File: config.mk
export PLATFORM = sky130hd
export DESIGN_NAME = flash_status_guard
export DESIGN_NICKNAME = d
export VERILOG_FILES = /design/src/rtl/flash_status_guard.sv
export SDC_FILE = /design/constraint.sdc
export NUM_CORES = 1
export LEC_CHECK = 0
export BUFFER_PORTS_ARGS = -buffer_cell sky130_fd_sc_hd__buf_2
export CAP_MARGIN = 10
export CELL_PAD_IN_SITES_DETAIL_PLACEMENT = 1
export CELL_PAD_IN_SITES_GLOBAL_PLACEMENT = 1
export CORE_MARGIN = 2
export CORE_UTILIZATION = 24
export DETAILED_ROUTE_END_ITERATION = 10
export HOLD_SLACK_MARGIN = 0.1
export PLACE_DENSITY = 0.8
export RECOVER_POWER = 50
export SYNTH_ARGS = -nofsm -noshare
export SYNTH_HDL_FRONTEND = slang
export SYNTH_SLANG_ARGS = --single-unit
File: constraint.sdc
create_clock -name clk -period 3.07 [get_ports clk]
set_input_delay 0 -clock clk [delete_from_list [all_inputs] [get_ports clk]]
set_output_delay 0 -clock clk [all_outputs]
set_load 0.01 [all_outputs]
File: src/rtl/flash_status_guard.sv
module flash_status_guard #(
  parameter int ADDR_W = 17
) (
  input  logic              clk,
  input  logic              rst_n,
  input  logic              cmd_wren,
  input  logic              cmd_wrdi,
  input  logic              cmd_wrsr,
  input  logic              cmd_pp,
  input  logic              cmd_se,
  input  logic              cmd_be,
  input  logic [ADDR_W-1:0] cmd_addr,
  input  logic [7:0]        wrsr_data,
  input  logic              wp_n,
  input  logic              eng_busy,
  input  logic              eng_done,
  output logic              grant_wrsr,
  output logic              grant_pp,
  output logic              grant_se,
  output logic              grant_be,
  output logic [7:0]        status_byte
);
  localparam int SEC_MSB = ADDR_W - 1;

  logic       wip_q, wel_q, lock_q;
  logic [1:0] lvl_q;
  logic       prot_hit;

  wire       busy   = wip_q | eng_busy;
  wire       idle   = !busy && !eng_done;
  wire       armed  = idle && wel_q;
  wire [1:0] sector = cmd_addr[SEC_MSB -: 2];
  wire       frozen = lock_q && !wp_n;

  always_comb begin
    case (lvl_q)
      2'd0:    prot_hit = 1'b0;
      2'd1:    prot_hit = (sector == 2'd3);
      2'd2:    prot_hit = sector[1];
      default: prot_hit = 1'b1;
    endcase
  end

  wire ok_wrsr = armed && cmd_wrsr && !frozen;
  wire ok_pp   = armed && cmd_pp && !prot_hit;
  wire ok_se   = armed && cmd_se && !prot_hit;
  wire ok_be   = armed && cmd_be && (lvl_q == 2'd0);
  wire ok_any  = ok_wrsr | ok_pp | ok_se | ok_be;

  always_ff @(posedge clk or negedge rst_n) begin
    if (!rst_n) begin
      wip_q      <= 1'b0;
      wel_q      <= 1'b0;
      lock_q     <= 1'b0;
      lvl_q      <= 2'd0;
      grant_wrsr <= 1'b0;
      grant_pp   <= 1'b0;
      grant_se   <= 1'b0;
      grant_be   <= 1'b0;
    end else begin
      grant_wrsr <= ok_wrsr;
      grant_pp   <= ok_pp;
      grant_se   <= ok_se;
      grant_be   <= ok_be;
      if (eng_done) begin
        wip_q <= 1'b0;
        wel_q <= 1'b0;
      end else if (idle) begin
        if (cmd_wren)      wel_q <= 1'b1;
        else if (cmd_wrdi) wel_q <= 1'b0;
        if (ok_any) wip_q <= 1'b1;
        if (ok_wrsr) begin
          lvl_q  <= wrsr_data[3:2];
          lock_q <= wrsr_data[7];
        end
      end
    end
  end

  assign status_byte = {lock_q, 3'b000, lvl_q, wel_q, busy};
endmodule

==> run metrics, run 1 <==
DR vias=roughly 440; Site Rows=16; area of the multi-input gates=slightly above 200 um^2; Worst IR Drop VDD=around 0.22 mV; chip width=slightly below 50 um; R2R depth=4; 1st-iter DRT viols=0; critical path data arrival time=approximately 1900 ps; final period utilization=approximately 55%; Cell Area, Placed=around 590 um^2; cell taking the most area after synthesis=dfrtp_1; CP Launch Type=primary input; Total GRT Usage=between 10% and 20%; WHS Endpoint=wip_q; port bufs=24; Routed WL per cell=~11 um; type of destination of the critical path=register; largest net degree at the start of global routing=8; count of cell types in the netlist=18; CTS tree=yes; post-synth top area share=approximately 47%; crit path kind=primary input to register; setup_tns=0 ps; number of global-route vias before repair=461; die area=around 0.0024 mm^2; CTS HTree Levels=1; Setup Viol. Count Final=0; Syn. warnings=0; most frequent cell after synthesis=dfrtp_1; Vias/cell=~4.1; Pleak=~0.37 nW; Fillers=around 250; Root Buffer=clkbuf_4; PD cells=between 400 and 500 mW/mm^2; FMAX=around 590 MHz; Routed Antenna Nets=0; critical-path cell list=dlygate4sd3_1 -> buf_2 -> nor4b_4 -> nand3_4 -> dlygate4sd3_1 -> inv_1; CTS max path bufs=2; crit-path max FO=5; RSZ-0062 raised after global routing=no; RR Startpoint=wip_q; Critical R2R Capture=grant_wrsr; CP max stage delay=around 600 ps; final instance area=roughly 750 um^2; clock slew at reported path FFs=60 ps; Worst Skew=approximately 0.59 ps; Register Area=about 230 um^2; FF+latch count, synth=9; routability cong.=between 0.6 and 0.7; Final Max Tran Viols=0; final hold vios=0; TritonCTS buffer count=3; EDFF count, synth=0; Synth top cells by count=dfrtp_1, buf_4, nor2_1; Seq/Total Area, Yosys=47.4%; worst path required time=roughly 3300 ps; R2R Setup Slk=around 1400 ps; Mapped Area=between 400 and 500 um^2; Final nets=roughly 120; Max Cap Violations=0; effective utilization at floorplan=24.7%; clk sinks=9; cell family with most CP delay=buffers and inverters; Syn Inst Count=a little over 40; Ports=48; setup bufs post-CTS=0; Worst path slowest cell=dlygate4sd3_1; Antenna diodes=0; crit path time final=about 1700 ps; Skew-Pair Late Insertion Delay=260 ps; Top FF cell, synth=dfrtp_1; critical path's most frequent cell=dlygate4sd3_1; Hold Startpoint=cmd_addr[15]; outcome=finished clean; # resized after CTS=0; top post-synthesis cells by area=dfrtp_1, buf_4, mux2_4; CP bufs+invs=4; Hold Crit Class=primary input to register; initial antenna violation count=0; Syn-to-layout area delta=57.4%; routed wire length=between 1000 and 1500 um; worst hold path depth=3; layout cells sized above 1=35.4%; syn_area_per_cell=roughly 12 um^2; first-pass GRT wire length=1960 um; Die H=a little under 50 um; First-pass DRT Iterations=1; DR DRC count=0; grt total ovfl=0; ys async rst share=100%; Core Region=roughly 0.0019 mm^2; HPWL after detailed placement=837 um
==> worst reg2reg max path, stage by stage (launching register included) <==
cell	delay, ps
dfrtp_1	420
nor4b_4	420
nand3_4	160
dlygate4sd3_1	600
inv_1	50
==> stage by stage <==
step	setup WS [ps]	hold WS [ps]	total power, mW	instances	util (%)
finish	1370	114	0.323	106	38.9
global route	1260	122	0.343	106	38.9
floorplan	1750	-296	0.200	43	-
detailed placement	1630	-143	0.225	88	30.8
CTS	1350	113	0.333	106	39.5
global placement	1660	-143	0.222	88	30.8
==> cell type report <==
class	instances	area share, %
timing repair buffer	38	33.4
sequential	9	30.1
multi-input combinational	25	26.9
tap	27	4.52
clock buffer	4	3.51
inverter	3	1.51
==> worst max path at each step <==
stage          startpoint    endpoint  slack (ps)  cells past startpoint
2_1_floorplan       wip_q      lock_q        1750                      3
3_3_place_gp        wip_q    lvl_q[0]        1660                      3
3_5_place_dp        wip_q    lvl_q[1]        1630                      3
4_1_cts             wip_q  grant_wrsr        1350                      4
5_1_grt          eng_done  grant_wrsr        1260                      6
6_report         eng_done  grant_wrsr        1370                      6
==> power by group <==
part           leakage (nW)  total, mW  switching (mW)  internal, mW
clock network        0.0150     0.0909          0.0409        0.0501
registers             0.121      0.145          0.0134         0.132
logic                 0.239     0.0876          0.0375        0.0501
==> layer usage <==
metal,vias to the layer above,part of all wire [%],wire length [um],global-route usage (%)
li1,209,-,-,-
met5,-,0,0,0
met1,204,34,390,9.06
met2,21,55,626,21.8
met3,3,9.8,112,6.48
met4,0,1.7,19,6.67
==> cell families after synthesis <==
family | count (synthesis) | share of synthesized area, %
other | 1 | 0.789
buffers and inverters | 9 | 11.8
AO/OA/AOI/OAI | 7 | 10.0
multiplexers | 3 | 9.47
flip-flops | 9 | 47.4
AND/OR/NAND/NOR | 12 | 20.5
==> layout by cell type, fill, tap and decap left out <==
| master | instances |
|---|---|
| and2b_2 | 1 |
| a31oi_1 | 1 |
| o21a_1 | 1 |
| buf_2 | 16 |
| nor2_1 | 4 |
| a311o_1 | 1 |
| inv_1 | 3 |
| o21ai_0 | 1 |
| a21oi_1 | 2 |
| nand2b_1 | 1 |
| clkbuf_4 | 3 |
| nand3_4 | 1 |
| dfrtp_1 | 9 |
| nor4b_4 | 1 |
| clkbuf_1 | 9 |
| conb_1 | 3 |
| dlygate4sd3_1 | 14 |
| mux2_4 | 3 |
| nand2_1 | 1 |
| a221oi_1 | 1 |
| and3_2 | 3 |
==> timing repair <==
| item | in CTS | in global routing |
|---|---|---|
| hold endpoints to repair | 18 | 0 |
| hold buffers | 14 | 0 |
| setup endpoints to repair | 0 | 0 |
==> sequential cells by signal (all words and copies together) (netlist names) <==
register    cells
grant_be        1
grant_pp        1
grant_se        1
grant_wrsr      1
lock_q          1
lvl_q           2
wel_q           1
wip_q           1
(Power assumes the default switching activity.)
==> run 2, diff against run 1 <==
--- a/config.mk
+++ b/config.mk
@@ -10,10 +10,10 @@
 export CELL_PAD_IN_SITES_DETAIL_PLACEMENT = 1
 export CELL_PAD_IN_SITES_GLOBAL_PLACEMENT = 1
 export CORE_MARGIN = 2
-export CORE_UTILIZATION = 24
+export CORE_UTILIZATION = 20
 export DETAILED_ROUTE_END_ITERATION = 10
 export HOLD_SLACK_MARGIN = 0.1
-export PLACE_DENSITY = 0.8
+export PLACE_DENSITY = 0.71
 export RECOVER_POWER = 50
 export SYNTH_ARGS = -nofsm -noshare
 export SYNTH_HDL_FRONTEND = slang
==> constraint.sdc (replaced) <==
create_clock -name clk -period 1.54 [get_ports clk]
set_input_delay 0 -clock clk [delete_from_list [all_inputs] [get_ports clk]]
set_output_delay 0 -clock clk [all_outputs]
set_load 0.01 [all_outputs]
==> run metrics, run 2 (synthesis gave the netlist of run 1 again) <==
outcome=finished clean (unchanged); Total GRT Usage=8.58% (was 11.5%); DR vias=426 (was 437); routed wire length=1080 um (was 1150 um); worst hold path depth=4 (was 3); type of destination of the critical path=register (unchanged); Routed Antenna Nets=0 (unchanged); CTS HTree Levels=1 (unchanged); initial antenna violation count=0 (unchanged); Hold Startpoint=eng_busy (was cmd_addr[15]); CTS tree=yes (unchanged); Final nets=115 (was 116); Tot Pwr=0.640 mW (was 0.323 mW); final period utilization=a little under 90%; # resized after CTS=0 (unchanged); crit-path max FO=4 (was 5); Setup WS post-layout=161 ps (was 1370 ps); CP Launch Type=primary input (unchanged); Root Buffer=clkbuf_4 (unchanged); Final Max Tran Viols=0 (unchanged); critical path data arrival time=1520 ps (was 1910 ps); placed instance count=90 (was 88); DR DRC count=0 (unchanged); Syn-to-layout area delta=55.8% (was 57.4%); RSZ-0062 raised after global routing=no (unchanged); HPWL after detailed placement=885 um (was 837 um); Worst IR Drop VDD=0.495 mV (was 0.215 mV); effective utilization at floorplan=21.3% (was 24.7%); hold_ws=103 ps (was 114 ps); Skew-Pair Late Insertion Delay=250 ps (was 260 ps); port bufs=24 (unchanged); CTS max path bufs=2 (unchanged); PD cells=864 mW/mm^2 (was 432 mW/mm^2); Max Cap Violations=0 (unchanged); First-pass DRT Iterations=3 (was 1); worst path required time=1680 ps (was 3280 ps); commonest non-fill, non-tap cell in the layout=buf_2 (unchanged); Site Rows=17 (was 16); chip width=52.8 um (was 48.5 um); WHS Endpoint=grant_wrsr (was wip_q); clock slew at reported path FFs=60 ps (about the same); setup_tns=0 ps (unchanged); Core Region=0.00223 mm^2 (was 0.00192 mm^2); Antenna diodes=0 (unchanged); final cell count without fillers=106 (unchanged); die area=0.00278 mm^2 (was 0.00235 mm^2); most frequent cells in the layout=buf_2, dlygate4sd3_1, dfrtp_1, clkbuf_1, nor2_1 (was buf_2, dlygate4sd3_1, clkbuf_1, dfrtp_1, nor2_1); RR Startpoint=wip_q (unchanged); Critical R2R Capture=wel_q (was grant_wrsr); largest net degree at the start of global routing=10 (was 8); Worst Skew=5.95 ps (was 0.594 ps); max reg flops=2 (unchanged); grt total ovfl=0 (unchanged); FMAX=between 700 and 800 MHz; pre-CTS WS=175 ps (was 1630 ps); 1st-iter DRT viols=2 (was 0); final hold vios=0 (unchanged); first-pass GRT wire length=1680 um (was 1960 um); Most flops, register=lvl_q (unchanged); Vias/cell=4.02 (was 4.12); Pleak=0.382 nW (was 0.375 nW); Routed WL per cell=10.2 um (was 10.8 um); crit path kind=primary input to register (unchanged); number of global-route vias before repair=432 (was 461); Ports=48 (unchanged); crit path time final=1380 ps; layout cells sized above 1=41.0% (was 35.4%); TritonCTS buffer count=3 (unchanged); Die H=52.8 um (was 48.5 um); R2R depth=4 (unchanged); routability cong.=0.654 (was 0.638); R2R Setup Slk=180 ps (was 1370 ps); clk sinks=9 (unchanged); Hold Crit Class=primary input to register (unchanged); Setup Viol. Count Final=0 (unchanged)
[run 2: cell count changes in the layout (fill, tap and decap cells not counted), sizes merged]
cell and change:
buf +4, clkbuf -3, dlygate4sd3 -2
[run 2: layout make-up]
class                   instances  area (um^2)
well taps                      28         35.0
repair buffers                 37          241
fillers                       283         1490
clock buffers                   4         26.3
multi-input cells              25          201
flip-flops and latches          9          225
inverters                       3         11.3
[run 2: where the power goes]
group	total [mW]	switching, mW	internal (mW)
clock network	0.174	0.0743	0.0993
logic	0.178	0.0751	0.102
registers	0.289	0.0269	0.262
total	0.640	0.176	0.464
[run 2: worst max-delay path by stage]
stage          startpoint       end  slack [ps]  cells past startpoint
5_1_grt             wip_q     wel_q          50                      4
2_1_floorplan       wip_q    lock_q         220                      3
4_1_cts          eng_done  lvl_q[0]         160                      5
3_5_place_dp        wip_q  lvl_q[0]         170                      3
3_3_place_gp        wip_q    lock_q         210                      3
6_report         eng_done  lvl_q[0]         160                      5
[run 2: through the flow]
step | utilization, % | area (um^2)
floorplan | - | 483
global placement | 26.9 | 601
detailed placement | 26.9 | 601
CTS | 33.0 | 737
global route | 33.2 | 741
finish | 33.2 | 741
[run 2: critical path, stage by stage]
cell and delay (ps):
dlygate4sd3_1 540, buf_2 150, nor4b_4 360, nand3_4 160, mux2_4 320
[run 2: what timing repair did]
action,CTS,global route
hold endpoints to repair,18,1
endpoints found under the setup margin,0,0
buffers inserted,0,0
hold buffers,11,1
[run 2: metal layers]
metal	share of wire, %	global-route usage (%)
met3	7.8	4.29
met4	0	1.28
met2	52	16.5
met5	0	0
met1	40	8.20
==> run 3, diff against run 2 <==
--- a/config.mk
+++ b/config.mk
@@ -10,10 +10,11 @@
 export CELL_PAD_IN_SITES_DETAIL_PLACEMENT = 1
 export CELL_PAD_IN_SITES_GLOBAL_PLACEMENT = 1
 export CORE_MARGIN = 2
-export CORE_UTILIZATION = 20
+export CORE_UTILIZATION = 22
+export CTS_BUF_LIST = sky130_fd_sc_hd__clkbuf_8
 export DETAILED_ROUTE_END_ITERATION = 10
 export HOLD_SLACK_MARGIN = 0.1
-export PLACE_DENSITY = 0.71
+export PLACE_DENSITY = 0.77
 export RECOVER_POWER = 50
 export SYNTH_ARGS = -nofsm -noshare
 export SYNTH_HDL_FRONTEND = slang
==> run metrics, run 3 (synthesis gave the netlist of run 1 again) <==
final period utilization=91.2% (was 89.5%); Setup Viol. Count Final=0 (unchanged); Worst Setup EP=lvl_q[0] (unchanged); Pleak=0.389 nW (was 0.382 nW); CP Launch Type=primary input (unchanged); # resized after CTS=0 (unchanged); Hold Crit Class=primary input to register (unchanged); # hold bufs at CTS=11 (unchanged); CTS max path bufs=2 (unchanged); setup bufs post-CTS=0 (unchanged); layout cells sized above 1=41.6% (was 41.0%); GR peak layer=met2 (unchanged); Ports=48 (unchanged); routability cong.=0.718 (was 0.654); Comb power frac=24.4% (was 27.7%); clock slew at reported path FFs=40 ps (was 60 ps); port bufs=24 (unchanged); CTS HTree Levels=1 (unchanged); HPWL after detailed placement=870 um (was 885 um); routed wire length=1180 um (was 1080 um); FMAX=712 MHz (was 725 MHz); CTS tree=yes (unchanged); met3 Usage GRT=4.46% (was 4.29%); Die H=50.5 um (was 52.8 um); largest net degree at the start of global routing=10 (unchanged); Routed Antenna Nets=0 (unchanged); crit path kind=primary input to register (unchanged); critical path data arrival time=1520 ps (about the same); met2 usage=19.3% (was 16.5%); Worst Skew=2.69 ps (was 5.95 ps); Critical R2R Capture=wel_q (unchanged); chip width=50.5 um (was 52.8 um); switch share=26.0% (was 27.5%); setup_tns=0 ps (unchanged); Site Rows=16 (was 17); number of global-route vias before repair=444 (was 432); most frequent cells in the layout=buf_2, dlygate4sd3_1, dfrtp_1, clkbuf_1 (was buf_2, dlygate4sd3_1, dfrtp_1, clkbuf_1, nor2_1); max reg flops=2 (unchanged); PD cells=969 mW/mm^2 (was 864 mW/mm^2); Antenna diodes=0 (unchanged); clk sinks=9 (unchanged); crit path time final=1400 ps (was 1380 ps); commonest non-fill, non-tap cell in the layout=buf_2 (unchanged); Routed WL per cell=11.3 um (was 10.2 um); Syn-to-layout area delta=57.4% (was 55.8%); hold_ws=125 ps (was 103 ps); Final Max Tran Viols=0 (unchanged); DR vias=426 (unchanged); Root Buffer=clkbuf_8 (was clkbuf_4); die area=0.00255 mm^2 (was 0.00278 mm^2); R2R depth=4 (unchanged); first-pass GRT wire length=1940 um (was 1680 um); outcome=finished clean (unchanged); grt total ovfl=0 (unchanged); critical path startpoint=eng_done (unchanged); worst path required time=1650 ps (was 1680 ps); TritonCTS buffer count=3 (unchanged); Vias/cell=4.10 (was 4.02); RR Startpoint=wip_q (unchanged); Final nets=114 (was 115); Core Region=0.00200 mm^2 (was 0.00223 mm^2); Most flops, register=lvl_q (unchanged); initial antenna violation count=0 (unchanged); R2R Setup Slk=150 ps (was 180 ps); First-pass DRT Iterations=4 (was 3); total net switching power=0.188 mW (was 0.176 mW); effective utilization at floorplan=23.8% (was 21.3%); Max Cap Violations=0 (unchanged); met1 Resource Use GR=10.4% (was 8.20%); RSZ-0062 raised after global routing=no (unchanged); Internal=0.537 mW (was 0.464 mW); Worst IR Drop VDD=0.425 mV (was 0.495 mV); crit-path max FO=4 (unchanged); 1st-iter DRT viols=5 (was 2); Total GRT Usage=10.5% (was 8.58%); type of destination of the critical path=register (unchanged); clock network power share=35.7% (was 27.1%); sequential group share of total power=40.0% (was 45.1%); Skew-Pair Late Insertion Delay=230 ps (was 250 ps); final hold vios=0 (unchanged); DR DRC count=0 (unchanged)
-- run 3: how the worst min path moves through the flow --
stage | from | to | slack (ps) | depth (start not counted)
after floorplan | rst_n | grant_be | -300 | 0
after global placement | rst_n | grant_be | -140 | 1
after detailed placement | rst_n | grant_be | -140 | 1
after CTS | cmd_addr[15] | wip_q | 130 | 3
after global routing | eng_busy | grant_wrsr | 150 | 4
final | cmd_addr[15] | wip_q | 120 | 3
-- run 3: final cells by class --
cell class              instances  area [um^2]
well taps                      27         33.8
multi-input cells              25          201
flip-flops and latches          9          225
inverters                       3         11.3
clock buffers                   3         41.3
clock inverters                 1         3.75
fillers                       235         1250
repair buffers                 36          231
-- run 3: worst max-delay path, cell delays in order --
cell,delay [ps]
dlygate4sd3_1,550
buf_2,150
nor4b_4,350
nand3_4,150
mux2_4,320
-- run 3: metrics by stage --
| stage | total power, mW | setup WS (ps) | instances | util (%) | instance area (um^2) |
|---|---|---|---|---|---|
| 2_1_floorplan | 0.398 | 219 | 43 | - | 483 |
| 3_3_place_gp | 0.444 | 226 | 89 | 29.9 | 599 |
| 3_5_place_dp | 0.450 | 195 | 89 | 29.9 | 599 |
| 4_1_cts | 0.735 | 140 | 104 | 37.7 | 754 |
| 5_1_grt | 0.773 | 83.3 | 104 | 37.4 | 748 |
| 6_report | 0.725 | 135 | 104 | 37.4 | 748 |
-- run 3: metal layers --
layer	up-vias	wire length [um]
met5	-	0
met4	0	4
met3	2	90
met2	19	636
met1	203	448
li1	202	-
-- run 3: power groups by stage --
| stage | clock [mW] | sequential (mW) | combinational, mW |
|---|---|---|---|
| 6_report | 0.259 | 0.290 | 0.177 |
| 5_1_grt | 0.284 | 0.293 | 0.196 |
| 4_1_cts | 0.266 | 0.290 | 0.179 |
| 3_5_place_dp | 0 | 0.294 | 0.157 |
| 3_3_place_gp | 0 | 0.293 | 0.151 |
| 2_1_floorplan | 0 | 0.295 | 0.103 |
